File: src/rtl/irq_lvl_pkg.sv
package irq_lvl_pkg;
  typedef enum logic [2:0] {
    RK_NONE = 3'd0,
    RK_LOW  = 3'd1,
    RK_MED  = 3'd2,
    RK_HIGH = 3'd3,
    RK_NMI  = 3'd4
  } rank_e;

  localparam logic [1:0] ADDR_STAT = 2'd0;
  localparam logic [1:0] ADDR_LPTR = 2'd1;
  localparam logic [1:0] ADDR_CTRL = 2'd2;

  localparam logic [1:0] SL_NONE = 2'd0;
  localparam logic [1:0] SL_LOW  = 2'd1;
  localparam logic [1:0] SL_MED  = 2'd2;
  localparam logic [1:0] SL_HIGH = 2'd3;

  localparam int CB_RR   = 7;
  localparam int CB_VSEL = 6;

  // highest rank among executing flags {nmi, high, med, low}
  function automatic rank_e top_rank(input logic [3:0] f);
    if (f[3])      return RK_NMI;
    else if (f[2]) return RK_HIGH;
    else if (f[1]) return RK_MED;
    else if (f[0]) return RK_LOW;
    else           return RK_NONE;
  endfunction
endpackage

File: src/rtl/irq_regs.sv
module irq_regs
  import irq_lvl_pkg::*;
#(
  parameter int N_SRC = 16,
  parameter int IW    = 4
) (
  input  logic          clk,
  input  logic          rst_n,
  input  logic          wr,
  input  logic [1:0]    addr,
  input  logic [7:0]    wdata,
  input  logic [3:0]    exec_flags,
  input  logic          lo_ack,
  input  logic [IW-1:0] lo_idx,
  output logic [7:0]    rdata,
  output logic          rr_on,
  output logic          vsel,
  output logic [2:0]    ctrl_en,
  output logic [2:0]    en_eff,
  output logic [7:0]    lptr
);
  logic       rr_q, vsel_q;
  logic [2:0] en_q, en_d1;
  logic [7:0] lptr_q;
  logic       wr_ctrl, wr_lptr;

  assign wr_ctrl = wr && (addr == ADDR_CTRL);
  assign wr_lptr = wr && (addr == ADDR_LPTR);

  always_ff @(posedge clk or negedge rst_n) begin
    if (!rst_n) begin
      rr_q   <= 1'b0;
      vsel_q <= 1'b0;
      en_q   <= '0;
      en_d1  <= '0;
      lptr_q <= '0;
    end else begin
      en_d1 <= en_q;
      if (wr_ctrl) begin
        rr_q   <= wdata[CB_RR];
        vsel_q <= wdata[CB_VSEL];
        en_q   <= wdata[2:0];
      end
      if (lo_ack)       lptr_q <= 8'(lo_idx);
      else if (wr_lptr) lptr_q <= wdata;
    end
  end

  // a cleared enable keeps admitting its level for one more cycle
  assign en_eff  = en_q | en_d1;
  assign ctrl_en = en_q;
  assign rr_on   = rr_q;
  assign vsel    = vsel_q;
  assign lptr    = lptr_q;

  always_comb begin
    unique case (addr)
      ADDR_STAT: rdata = {exec_flags[3], 4'b0000, exec_flags[2:0]};
      ADDR_LPTR: rdata = lptr_q;
      ADDR_CTRL: rdata = {rr_q, vsel_q, 3'b000, en_q};
      default:   rdata = 8'h00;
    endcase
  end
endmodule

File: src/rtl/irq_src_sort.sv
module irq_src_sort
  import irq_lvl_pkg::*;
#(
  parameter int N_SRC = 16
) (
  input  logic [N_SRC-1:0]   src_req,
  input  logic [2*N_SRC-1:0] src_lvl,
  input  logic [2:0]         en_eff,
  output logic [N_SRC-1:0]   hi_m,
  output logic [N_SRC-1:0]   med_m,
  output logic [N_SRC-1:0]   lo_m
);
  for (genvar i = 0; i < N_SRC; i++) begin : g_src
    logic [1:0] code;
    assign code     = src_lvl[2*i +: 2];
    assign hi_m[i]  = src_req[i] && (code == SL_HIGH) && en_eff[2];
    assign med_m[i] = src_req[i] && (code == SL_MED)  && en_eff[1];
    assign lo_m[i]  = src_req[i] && (code == SL_LOW)  && en_eff[0];
  end
endmodule

File: src/rtl/irq_pick.sv
module irq_pick #(
  parameter int N_SRC  = 16,
  parameter int IW     = 4,
  parameter bit ROTATE = 1'b0
) (
  input  logic [N_SRC-1:0] mask,
  input  logic             rr_on,
  input  logic [7:0]       ptr,
  output logic             any,
  output logic [IW-1:0]    idx,
  output logic [IW-1:0]    start
);
  function automatic logic [IW-1:0] next_start(input logic [7:0] p);
    if (int'(p) >= N_SRC - 1) return '0;
    else return IW'(int'(p) + 1);
  endfunction

  function automatic logic [IW-1:0] first_from(input logic [N_SRC-1:0] m,
                                               input logic [IW-1:0]    s);
    logic [IW-1:0] r;
    logic          hit;
    r   = '0;
    hit = 1'b0;
    for (int k = 0; k < N_SRC; k++) begin
      int j;
      j = (int'(s) + k) % N_SRC;
      if (!hit && m[j]) begin
        r   = IW'(j);
        hit = 1'b1;
      end
    end
    return r;
  endfunction

  assign start = (ROTATE && rr_on) ? next_start(ptr) : '0;
  assign any   = |mask;
  assign idx   = first_from(mask, start);
endmodule

File: src/rtl/irq_exec_track.sv
module irq_exec_track
  import irq_lvl_pkg::*;
(
  input  logic       clk,
  input  logic       rst_n,
  input  logic       take,
  input  rank_e      take_rank,
  input  logic       reti,
  output logic [3:0] flags,
  output rank_e      cur_rank
);
  logic [3:0] flags_q, flags_d;

  always_comb begin
    flags_d = flags_q;
    if (reti) begin
      if (flags_d[3])      flags_d[3] = 1'b0;
      else if (flags_d[2]) flags_d[2] = 1'b0;
      else if (flags_d[1]) flags_d[1] = 1'b0;
      else if (flags_d[0]) flags_d[0] = 1'b0;
    end
    if (take) begin
      case (take_rank)
        RK_NMI:  flags_d[3] = 1'b1;
        RK_HIGH: flags_d[2] = 1'b1;
        RK_MED:  flags_d[1] = 1'b1;
        RK_LOW:  flags_d[0] = 1'b1;
        default: ;
      endcase
    end
  end

  always_ff @(posedge clk or negedge rst_n) begin
    if (!rst_n) flags_q <= '0;
    else        flags_q <= flags_d;
  end

  assign flags    = flags_q;
  assign cur_rank = top_rank(flags_q);
endmodule

File: src/rtl/irq_level_ctrl.sv
module irq_level_ctrl
  import irq_lvl_pkg::*;
#(
  parameter int N_SRC = 16,
  localparam int IW    = (N_SRC > 1) ? $clog2(N_SRC) : 1,
  localparam int VEC_W = IW + 1
) (
  input  logic               clk,
  input  logic               rst_n,
  input  logic [N_SRC-1:0]   src_req,
  input  logic [2*N_SRC-1:0] src_lvl,
  input  logic               nmi_req,
  input  logic               cpu_ack,
  input  logic               cpu_reti,
  input  logic               reg_wr,
  input  logic [1:0]         reg_addr,
  input  logic [7:0]         reg_wdata,
  output logic [7:0]         reg_rdata,
  output logic               irq_valid,
  output logic [VEC_W-1:0]   irq_vec,
  output logic [2:0]         irq_level,
  output logic               vec_base_sel
);
  // named internal events
  logic             rr_on, vsel;
  logic [2:0]       ctrl_en, en_eff;
  logic [7:0]       lptr;
  logic [3:0]       exec_flags;
  rank_e            cur_rank, pend_rank;
  logic [N_SRC-1:0] hi_m, med_m, lo_m;
  logic             hi_any, med_any, lo_any, nmi_pend;
  logic [IW-1:0]    hi_idx, med_idx, lo_idx;
  logic [IW-1:0]    hi_start, med_start, lo_start;
  logic             take, lo_ack;
  logic [VEC_W-1:0] win_vec;

  irq_regs #(.N_SRC(N_SRC), .IW(IW)) u_regs (
    .clk(clk), .rst_n(rst_n), .wr(reg_wr), .addr(reg_addr), .wdata(reg_wdata),
    .exec_flags(exec_flags), .lo_ack(lo_ack), .lo_idx(lo_idx),
    .rdata(reg_rdata), .rr_on(rr_on), .vsel(vsel), .ctrl_en(ctrl_en),
    .en_eff(en_eff), .lptr(lptr)
  );

  irq_src_sort #(.N_SRC(N_SRC)) u_sort (
    .src_req(src_req), .src_lvl(src_lvl), .en_eff(en_eff),
    .hi_m(hi_m), .med_m(med_m), .lo_m(lo_m)
  );

  irq_pick #(.N_SRC(N_SRC), .IW(IW), .ROTATE(1'b0)) u_pick_hi (
    .mask(hi_m), .rr_on(rr_on), .ptr(lptr),
    .any(hi_any), .idx(hi_idx), .start(hi_start)
  );
  irq_pick #(.N_SRC(N_SRC), .IW(IW), .ROTATE(1'b0)) u_pick_med (
    .mask(med_m), .rr_on(rr_on), .ptr(lptr),
    .any(med_any), .idx(med_idx), .start(med_start)
  );
  irq_pick #(.N_SRC(N_SRC), .IW(IW), .ROTATE(1'b1)) u_pick_lo (
    .mask(lo_m), .rr_on(rr_on), .ptr(lptr),
    .any(lo_any), .idx(lo_idx), .start(lo_start)
  );

  irq_exec_track u_exec (
    .clk(clk), .rst_n(rst_n), .take(take), .take_rank(pend_rank),
    .reti(cpu_reti), .flags(exec_flags), .cur_rank(cur_rank)
  );

  assign nmi_pend = nmi_req && !exec_flags[3];

  always_comb begin
    if (nmi_pend) begin
      pend_rank = RK_NMI;
      win_vec   = VEC_W'(N_SRC);
    end else if (hi_any) begin
      pend_rank = RK_HIGH;
      win_vec   = VEC_W'(hi_idx);
    end else if (med_any) begin
      pend_rank = RK_MED;
      win_vec   = VEC_W'(med_idx);
    end else if (lo_any) begin
      pend_rank = RK_LOW;
      win_vec   = VEC_W'(lo_idx);
    end else begin
      pend_rank = RK_NONE;
      win_vec   = '0;
    end
  end

  assign irq_valid    = pend_rank > cur_rank;
  assign irq_level    = irq_valid ? 3'(pend_rank) : 3'd0;
  assign irq_vec      = irq_valid ? win_vec : '0;
  assign take         = cpu_ack && irq_valid;
  assign lo_ack       = take && (pend_rank == RK_LOW);
  assign vec_base_sel = vsel;
endmodule

File: config.mk
export PLATFORM = sky130hd
export DESIGN_NAME = irq_level_ctrl
export DESIGN_NICKNAME = d
export VERILOG_FILES = /design/src/rtl/irq_lvl_pkg.sv /design/src/rtl/irq_regs.sv /design/src/rtl/irq_src_sort.sv /design/src/rtl/irq_pick.sv /design/src/rtl/irq_exec_track.sv /design/src/rtl/irq_level_ctrl.sv
export SDC_FILE = /design/constraint.sdc
export NUM_CORES = 1
export LEC_CHECK = 0
export ABC_AREA = 1
export CELL_PAD_IN_SITES_DETAIL_PLACEMENT = 1
export CELL_PAD_IN_SITES_GLOBAL_PLACEMENT = 1
export CORE_MARGIN = 1
export CORE_UTILIZATION = 44
export CTS_CLUSTER_SIZE = 25
export DETAILED_ROUTE_END_ITERATION = 16
export DONT_BUFFER_PORTS = 1
export PLACE_DENSITY = 0.84
export SLEW_MARGIN = 20
export SYNTH_ARGS = -nofsm -noshare
export SYNTH_HDL_FRONTEND = slang
export SYNTH_SLANG_ARGS = --single-unit
File: constraint.sdc
create_clock -name clk -period 5.7 [get_ports clk]
set_clock_uncertainty 0.05 [all_clocks]
set_input_delay 0.57 -clock clk [delete_from_list [all_inputs] [get_ports clk]]
set_output_delay 0.57 -clock clk [all_outputs]
set_load 0.05 [all_outputs]
; After elaboration in Yosys (flattened, before gate mapping)
; Cells that the tools add are included.
; Widths: inputs -> output; s select.
[word_totals]
register_bits = 20
output_inout_bits = 18
[op_classes]
addsub = 16
n_lt_le_gt_ge = 18
eq_ne = 54
n_mux = 166
bitwise = 16
n_reduce_logical = 212
[ops]
columns = op, count
row1 = $mux 4, 49
row2 = $logic_and 1x1->1, 146
row3 = $lt 5x6->1 const B, 15
row4 = $mux 1, 85
row5 = $eq 2x2->1 const B, 33
row6 = $bmux 1 s4, 16
row7 = $reduce_or 4->1, 15
row8 = $reduce_or 16->1, 3
row9 = $logic_not 1->1, 46
row10 = $eq 2x1->1 const B, 17
row11 = $add 4x4->4 const B, 8
row12 = $pmux 8 s3, 1
row13 = $mux 3, 6
row14 = $add 4x3->4 const B, 4
row15 = $mux 8, 2
row16 = $and 1x1->1 const A, 15
row17 = $mux 2, 5
row18 = $mux 5, 2
row19 = $add 4x1->4 const B, 2
row20 = $add 4x2->4 const B, 2
row21 = $ge 8x4->1 const B, 1
row22 = $eq 3x2->1 const B, 2
row23 = $lt 4x5->1 const B, 1
row24 = $eq 3x1->1 const B, 1
row25 = 5 further kinds, 5

; Depth between registers and ports, before layout
; Gate-level depths: netlist (run 1).
[depth]
ltp_word = 58
depth_mapped = 33
depth_no_buf = 32

; Modules after synthesis
; From an unflattened synthesis (run 1), not the netlist that was laid out.
[hier_totals]
hier_cells = 929
area_unflattened_um2 = 5242.5
[by_module_without_submodules]
columns = mod, n_inst, cells_per_inst, area_each_um2, seq_area_each_um2
row1 = irq_pick (u_pick_lo), 1, 448, 2516.2, 0.0
row2 = irq_regs, 1, 118, 867.1, 400.4
row3 = irq_src_sort, 1, 166, 704.4, 0.0
row4 = irq_pick (u_pick_hi ...), 2, 56, 332.8, 0.0
row5 = irq_level_ctrl, 1, 56, 276.5, 0.0
row6 = irq_exec_track, 1, 29, 212.7, 100.1

; Worst setup path before layout (run 1)
; No wires, ideal clock.
[synth_timing]
path_kind = register to output
startpoint = reg u_regs.en_q[2], in the netlist u_regs.ctrl_en[2]
endpoint = out irq_vec[1]
arrival_ns = 4.853
path_slack_ns = 0.227
path_stages_with_launch = 27
n_path_buf = 0
cell_sequence = dfrtp_1 -> nor2_1 -> nor3_1 -> nor2_1 -> inv_1 -> nor2_1 -> inv_1 -> nor2_1 -> inv_1 -> nor2_1 -> inv_1 -> nor2_1 -> inv_1 -> nor3_1 -> inv_1 -> nor2_1 -> nand3_1 -> inv_1 -> nand3_1 -> nand2_1 -> inv_1 -> ha_1 -> a32oi_1 -> inv_1 -> nor2_1 -> o211ai_1 -> a21oi_1
[synth_between]
elab_cells_between_ends = 83
[synth_rtl]
columns = item, line_no
row1 = from (decl), irq_regs.sv:23  ; logic [2:0] en_q, en_d1;
row2 = from (signal assigned), irq_regs.sv:42  ; en_q <= wdata[2:0];
row3 = $or 3x3->3 *, irq_regs.sv:50  ; assign en_eff = en_q | en_d1;
row4 = $logic_and 1x1->1, irq_src_sort.sv:16  ; assign hi_m[i] = src_req[i] && (code == SL_HIGH) && en_eff[2];
row5 = $reduce_or 16->1 *, irq_pick.sv:36  ; assign any = |mask;
row6 = $mux 2 *, irq_level_ctrl.sv:73  ; end else if (hi_any) begin
row7 = $mux 3 *, irq_level_ctrl.sv:70  ; if (nmi_pend) begin
row8 = $gt 3x3->1 *, irq_level_ctrl.sv:88  ; assign irq_valid = pend_rank > cur_rank;
row9 = net irq_valid, irq_level_ctrl.sv:19  ; output logic irq_valid,
row10 = $mux 5 *, irq_level_ctrl.sv:90  ; assign irq_vec = irq_valid ? win_vec : '0;
row11 = to (decl), irq_level_ctrl.sv:20  ; output logic [VEC_W-1:0] irq_vec,
; The timed path passes the listed nets; every way through them passes the cells marked *.

; Worst setup path in the final report (run 1)
[layout_timing]
startpoint = reg u_regs.lptr_q[0], in the netlist u_regs.lptr[0]
endpoint = out irq_vec[1]
[layout_between]
elab_chain_len = 56
elab_cells_between_ends = 132
[layout_rtl]
columns = item, line_no
row1 = from (decl), irq_regs.sv:24  ; logic [7:0] lptr_q;
row2 = from (signal assigned), irq_regs.sv:44  ; if (lo_ack) lptr_q <= 8'(lo_idx);
row3 = from (signal assigned), irq_regs.sv:45  ; else if (wr_lptr) lptr_q <= wdata;
row4 = $ge 8x4->1 / $add 4x1->4 (equally long branches), "irq_pick.sv:14, irq_pick.sv:15"
row5 = $mux 4 *, irq_pick.sv:14  ; if (int'(p) >= N_SRC - 1) return '0;
row6 = $mux 4 *, irq_pick.sv:35  ; assign start = (ROTATE && rr_on) ? next_start(ptr) : '0;
row7 = $add 4x1->4 / $bmux 1 s4 (equally long branches), "irq_pick.sv:26, irq_pick.sv:27"
row8 = $bmux 1 s4 / $mux 1 (equally long branches), irq_pick.sv:27  ; if (!hit && m[j]) begin
row9 = $mux 1 (not written as such), irq_pick.sv:27
row10 = $mux 1 (not written as such) / $logic_not 1->1 (equally long branches), irq_pick.sv:27
row11 = $logic_and 1x1->1, irq_pick.sv:27
row12 = [... 40 more ...], -
row13 = $logic_not 1->1, irq_pick.sv:27
row14 = $logic_and 1x1->1, irq_pick.sv:27
row15 = $mux 4 *, irq_pick.sv:27
row16 = $mux 4 *, irq_level_ctrl.sv:79  ; end else if (lo_any) begin
row17 = $mux 4 *, irq_level_ctrl.sv:76  ; end else if (med_any) begin
row18 = $mux 4 *, irq_level_ctrl.sv:73
row19 = $mux 5 *, irq_level_ctrl.sv:70
row20 = $mux 5 *, irq_level_ctrl.sv:90
; Mark *: on every way between the ends. The rest lies on a longest branch, timed or not. The select of a mux whose other input is x is not followed.

==> impl_metrics.yaml, run 1 <==
final_layout:
  layout-drive-gt1-share_pct: 10.5
  final_common_cell: "nand2_1"
  layout.nets: 892
  fin_cells: 950
  n_antenna_cell: 0
  fillers: 1482
  areaGrowthSynthToFinish_pct: 6.39
  post-route-util_pct: 48.4
  final_cell_mix: "203 x nand2_1, 147 x nand3_1, 121 x inv_1"
routing:
  drc: 0
  firstDrtPassIters: 5
  ant_nets: 0
  via_count: 5518
  totalWireLength_um: 17100
  drt-initial-drc-count: 304
  viasPerCell: 5.81
  wl_per_cell_um: 18.0
timing:
  slew-limit-headroom_pct: 26.1
  fin_crit_sh_pct: 95.9
  min_period_ps: 5470
  max_freq_mhz: 183
  layout_setup_ws_ps: 235
  tns_ps: 0
  final_hold_viol_count: 0
  worst_pin_slew_ps: 1130
  slew_violations: 0
  setup_viol: 0
  rsz0062_at_grt: "false"
pwr:
  p_per_area_nw_per_um2: 537
  peakVddDrop_v: 0.000465
  p_leak_uw: 0.00252
cts:
  htree_levels: 1
  clockRootBuffer: "clkbuf_8"
  clk_latency_ps: 260
  clk_path_buf_depth: 2
  cts_sinks: 20
  cts_tree: "built"
  clk_pin_slew_ps: 80
  cts_buffers: 3
die:
  die_w_um: 103
  row_count: 36
  core_area_sq_um: 9820
  initial_core_util_pct: 45.5
  die-area_sq_um: 10600
  pin_count: 82
  die_h_um: 103
worst_setup_path:
  crit_type: "reg2out"
  critical_path_arrival_ps: 4850
  crit_required_ps: 5080
  crit_fanout: 16
  cp-end-kind: "primary output"
  ff2ff_path_depth: 26
  critical_path.startpoint_type: "flip-flop"
status:
  status: "finished clean"
yosys:
  yosys.area_share.simple_pct: 59.9
  synth_area_leaders: "nand2_1 17%, nand3_1 16%, dfrtp_1 11%"
  synth_top_family_by_area: "simple AND/OR/NAND/NOR gates"
  synth_top_area_share_pct: 17.1
  synth_nets: 886
  yosysTopAreaCell: "nand2_1"
  synth_compound_area_share_pct: 9.25
  mappedNetlistArea_sq_um: 4460
  synthMuxAreaShare_pct: 0.505
  yosys_register_bits: 20
  synth_cells: 812
  avgSynthCellArea_sq_um: 5.50
  yosysUniqueCellTypes: 49
  synthXorXnorAreaFrac_pct: 2.66
  synthAdderAreaFrac_pct: 2.80
  yosysSeqAreaShare_pct: 11.2
  yosysWarnings: 0
global_routing:
  grt_overflow: 0
  grt_max_degree: 21
  grt_use_total_pct: 33.4
  grt_pass1_vias: 5823
  antenna_found_initial: 0
  grt_pass1_wl_um: 27500
placed_design:
  dp_hpwl_um: 14200
  pre_cts_ws_ps: 558
  portBuffers: 0
  dp.cells: 945
  globalplace.congestion: 0.963
hold_path:
  hp-class: "reg2reg"
  holdPathStages: 0
run:
  max_cap_viol_count: 0
-- worst max-delay path: stages, from the launching register on --
cell     delay (ps)
dfrtp_1         470
ha_1            290
nand2_1         110
nor2_2           50
nor2_4          210
nand3_4         270
ha_2            530
inv_1           210
nand3_1         200
nand3_1         130
nand2_2         190
nand3_4         120
nor2_8          160
nand4_2         120
nor2_4          180
nand4_2         120
nor2_2          200
nand3_2         120
nand2_1         100
inv_1            40
nand2_1          60
nand2_1          70
nand2_2          90
nand3_1         110
a21oi_1         190
buf_4           230
-- power by group --
| group | switching [uW] | internal, uW | leakage, uW | total [uW] |
|---|---|---|---|---|
| registers | 61.8 | 183 | 0.000243 | 245 |
| clock network | 46.9 | 61.5 | 0.0000288 | 108 |
| logic | 1570 | 625 | 0.00225 | 2200 |
| total | 1680 | 869 | 0.00252 | 2550 |
-- metrics by stage --
step / area, sq um / hold slack [ps] / power [uW]
after floorplan: 4460 / 224 / 1830
final: 4750 / 361 / 2550
after CTS: 4710 / 357 / 2490
after global routing: 4750 / 364 / 2760
after global placement: 4640 / 225 / 2270
after detailed placement: 4640 / 225 / 2370
-- cells by family after synthesis --
logic type	count (synthesis)
mux	2
xor+xnor	11
flops	20
compound gates	69
fa+ha+maj	10
simple gates	553
buf+inv	147
-- registers in the layout, summed over array words and instances (netlist names) --
name            flops
u_regs.lptr         8
u_exec.flags        4
u_regs.ctrl_en      3
u_regs.en_d1        3
u_regs.rr_on        1
u_regs.vsel         1
-- routing by layer --
metal	GRT usage, %	part of all wire, %	vias to the layer above
li1	-	-	2670
met1	40.2	42	2625
met2	61.0	49	179
met3	3.73	5.0	44
met4	12.0	3.3	0
met5	0	0	-
-- layout make-up --
cell class                 count  area, sq um  share of cell area [%]
multi-input combinational    645         3390                    71.4
sequential                    20          500                    10.5
inverter                     129          490                    10.3
tap                          133          166                    3.50
timing repair buffer          19          145                    3.06
clock buffer                   4         55.1                    1.16
-- cell usage after synthesis, drive strengths merged --
cell type  instances
xnor2              2
o21a               2
a221oi             1
and2               1
or2                2
nor2             106
clkinv             2
dfrtp             20
o21bai             1
nor4               4
nor3              38
a32oi              1
clkbuf             5
a21boi             1
nand4             24
a21oi             10
o31ai              2
xor2               9
ha                10
inv              127
o221ai             1
nand2            218
nand3            155
mux2               2
o211ai             6
buf               13
a31oi              7
o22ai              1
o2111ai            2
a32o               1
o21ai             33
nand3b             5
-- worst paths after layout --
kind,startpoint,endpoint,slack [ps]
setup / recovery,u_regs.lptr[0],irq_vec[1],230
hold / removal,u_regs.ctrl_en[0],u_regs.en_d1[0],360
setup reg to reg,u_regs.ctrl_en[1],u_regs.lptr[5],1010
hold reg to reg,u_regs.ctrl_en[0],u_regs.en_d1[0],360
max in group asynchronous,rst_n,u_regs.en_d1[2],4170
min in group asynchronous,rst_n,u_regs.lptr[4],850
-- timing repair --
action	CTS	global route
hold buffers	1	0
setup endpoints to repair	0	4
setup buffers	0	0
endpoints found under the hold margin	20	0
resized for setup	0	10
No activity file was read; power rests on OpenSTA's default activity.
==> inputs of run 2 (changes only) <==
Settings changed: ABC_AREA 1 to 0, CORE_UTILIZATION 44 to 49, PLACE_DENSITY 0.84 to 0.85, SKIP_LAST_GASP from default to 1.
==> run 2 against run 1 <==
  * Synthesized cell count down 17%
  * Via count up 9.2%
  * Worst setup slack worse by 170 ps
  * Clock-buffer cell count down 1
  * First-iteration DRC count up 21%
  * Final cell count down 11%
  * Sequential share of layout area down 2.0 points
  * Critical path type unchanged
  * Critical endpoint is now irq_vec[2]
  * Largest power group unchanged
==> impl_metrics.yaml, run 2 <==
timing:
  min_period_ps: 5640
  rsz0062_at_grt: "true"
  setup_viol: 0
  whs_ps: 337
  slew-limit-headroom_pct: 32.0
  worst_pin_slew_ps: 1010
  fin_crit_sh_pct: 98.9
  final_hold_viol_count: 0
  slew_violations: 0
  max_freq_mhz: 177
  layout_setup_ws_ps: 64.7
  tns_ps: 0
yosys:
  async_reset_ff_share_pct: 100
  yosysUniqueCellTypes: 95
  yosysSeqAreaShare_pct: 9.86
  ys.flop_type: "dfrtp_1"
  synth_top_area_share_pct: 9.86
  synth_nets: 748
  yosysTopAreaCell: "dfrtp_1"
  mappedNetlistArea_sq_um: 5080
  yosysWarnings: 0
  synth_edf_count: 0
  yosys_register_bits: 20
  synth_cells: 674
  synth_most_common_cell: "nand2_1"
  avgSynthCellArea_sq_um: 7.53
  synth_area_leaders: "dfrtp_1 9.9%, mux2i_1 8.7%, nand2_1 5.5%"
  synth_commonest_cells: "74 x nand2_1, 60 x nor2_1, 44 x mux2i_1"
global_routing:
  gr-usage-met2_pct: 71.0
  grt_pass1_vias: 6162
  antenna_found_initial: 1
  grt_pass1_wl_um: 33400
  grt.busiest_layer: "met2"
  use_met3_pct: 5.03
  grt_overflow: 0
  grt_max_degree: 22
  grtUsageMet1_pct: 44.8
  grt_use_total_pct: 39.5
cts:
  clk_pin_slew_ps: 80
  clk_latency_ps: 270
  cts_buffers: 3
  cts_tree: "built"
  htree_levels: 1
  clk_path_buf_depth: 2
  clockRootBuffer: "clkbuf_8"
  cts_sinks: 20
placed_design:
  portBuffers: 0
  dp_hpwl_um: 17500
  globalplace.congestion: 1.04
  dp.cells: 824
  pre_cts_ws_ps: 14.2
worst_setup_path:
  critical_path_arrival_ps: 5020
  crit_slowest_cell: "or4_1"
  crit_fanout: 10
  crit_required_ps: 5080
  path_cells: "ha_4, a31oi_1, nand3_4, inv_4, buf_4, mux2i_1, mux2i_1, and3_1, nor3_2, nand2b_4, or4_1, a31oi_2, nor3_2, or4_1, a21oi_4, buf_12"
  critical_path.startpoint_type: "flip-flop"
  crit_type: "reg2out"
  r2r-start: "u_regs.lptr[1]"
  timing.critical_path.from: "u_regs.lptr[1]"
  cp-end-kind: "primary output"
  worst_path_largest_cell_delay_ps: 590
final_layout:
  final_common_cell: "nand2_1"
  largest_reg_flops: 8
  final_cell_mix: "73 x nand2_1, 60 x buf_4, 58 x nor2_1"
  areaGrowthSynthToFinish_pct: 15.6
  post-route-util_pct: 59.2
  layout.nets: 784
  fillers: 1240
  layout-drive-gt1-share_pct: 26.0
  fin_cells: 843
hold_path:
  worstHoldStart: "cpu_reti"
  hp-class: "in2reg"
routing:
  viasPerCell: 7.14
  totalWireLength_um: 22500
  ant_nets: 0
  drt-initial-drc-count: 368
  wl_per_cell_um: 26.6
  firstDrtPassIters: 6
  via_count: 6023
  drc: 0
die:
  row_count: 36
  initial_core_util_pct: 51.2
  die-area_sq_um: 10800
  core_area_sq_um: 9910
  die_h_um: 104
  die_w_um: 104
  pin_count: 82
status:
  status: "finished clean"
pwr:
  p_leak_uw: 0.00239
  p_per_area_nw_per_um2: 273
  peakVddDrop_v: 0.000245
run:
  max_cap_viol_count: 0
==> run 2: where the power goes <==
part	internal, uW	total (uW)	switching [uW]	leakage, uW
combinational	476	1250	770	0.00211
sequential	167	210	42.8	0.000246
clock	93.9	145	51.2	0.0000357
==> run 2: timing repair <==
item | 4_1_cts | 5_1_grt
endpoints found under the setup margin | 4 | 4
hold buffers | 1 | 0
endpoints found under the hold margin | 20 | 0
gates resized for setup | 13 | 29
pin swaps | 4 | 5
buffers inserted | 3 | 10
==> run 2: logic make-up after synthesis <==
| logic type | Yosys count | share of synthesized area (%) |
|---|---|---|
| buf+inv | 50 | 4.81 |
| xor+xnor | 12 | 3.40 |
| compound gates | 173 | 23.8 |
| fa+ha+maj | 10 | 2.46 |
| flops | 20 | 9.86 |
| simple gates | 326 | 35.7 |
| mux | 83 | 20.0 |
==> run 2: through the flow <==
step	instance area (sq um)	total power, uW
final	5870	1600
after global routing	5870	1660
after CTS	5660	1480
after detailed placement	5500	1300
after global placement	5500	1260
after floorplan	5100	972
==> run 2: worst max-delay path: cells and delay by family, from the launching register on <==
family / cells / cell delay [ps]
AOI/OAI and AO/OA: 3 / 690
adders and majority gates: 1 / 210
buffers and inverters: 3 / 560
DFF: 1 / 460
muxes: 2 / 610
and+or+nand+nor: 7 / 2200
==> run 2: final timing paths <==
path,end,slack [ps],depth (start not counted)
worst max-delay path,irq_vec[2],60,16
worst min-delay path,u_exec.flags[3],340,1
worst max register to register,u_regs.lptr[2],1010,15
worst min register to register,u_regs.en_d1[0],420,0
max in group asynchronous,u_regs.lptr[1],4140,1
min in group asynchronous,u_exec.flags[1],830,1
==> run 2: layout make-up <==
| cell class | count | area [sq um] | share of cell area (%) |
|---|---|---|---|
| multi-input cells | 604 | 4550 | 77.5 |
| diodes | 1 | 2.50 | 0.0427 |
| clock inverters | 1 | 30.0 | 0.512 |
| clock buffers | 3 | 41.3 | 0.704 |
| well taps | 133 | 166 | 2.84 |
| repair buffers | 63 | 500 | 8.53 |
| inverters | 18 | 77.6 | 1.32 |
| flip-flops and latches | 20 | 502 | 8.55 |
==> run 2: routing by layer <==
| layer | up-vias | share of wire [%] |
|---|---|---|
| met3 | 104 | 7.4 |
| met2 | 332 | 49 |
| li1 | 2647 | - |
| met1 | 2940 | 37 |
| met4 | 0 | 6.6 |
| met5 | - | 0 |
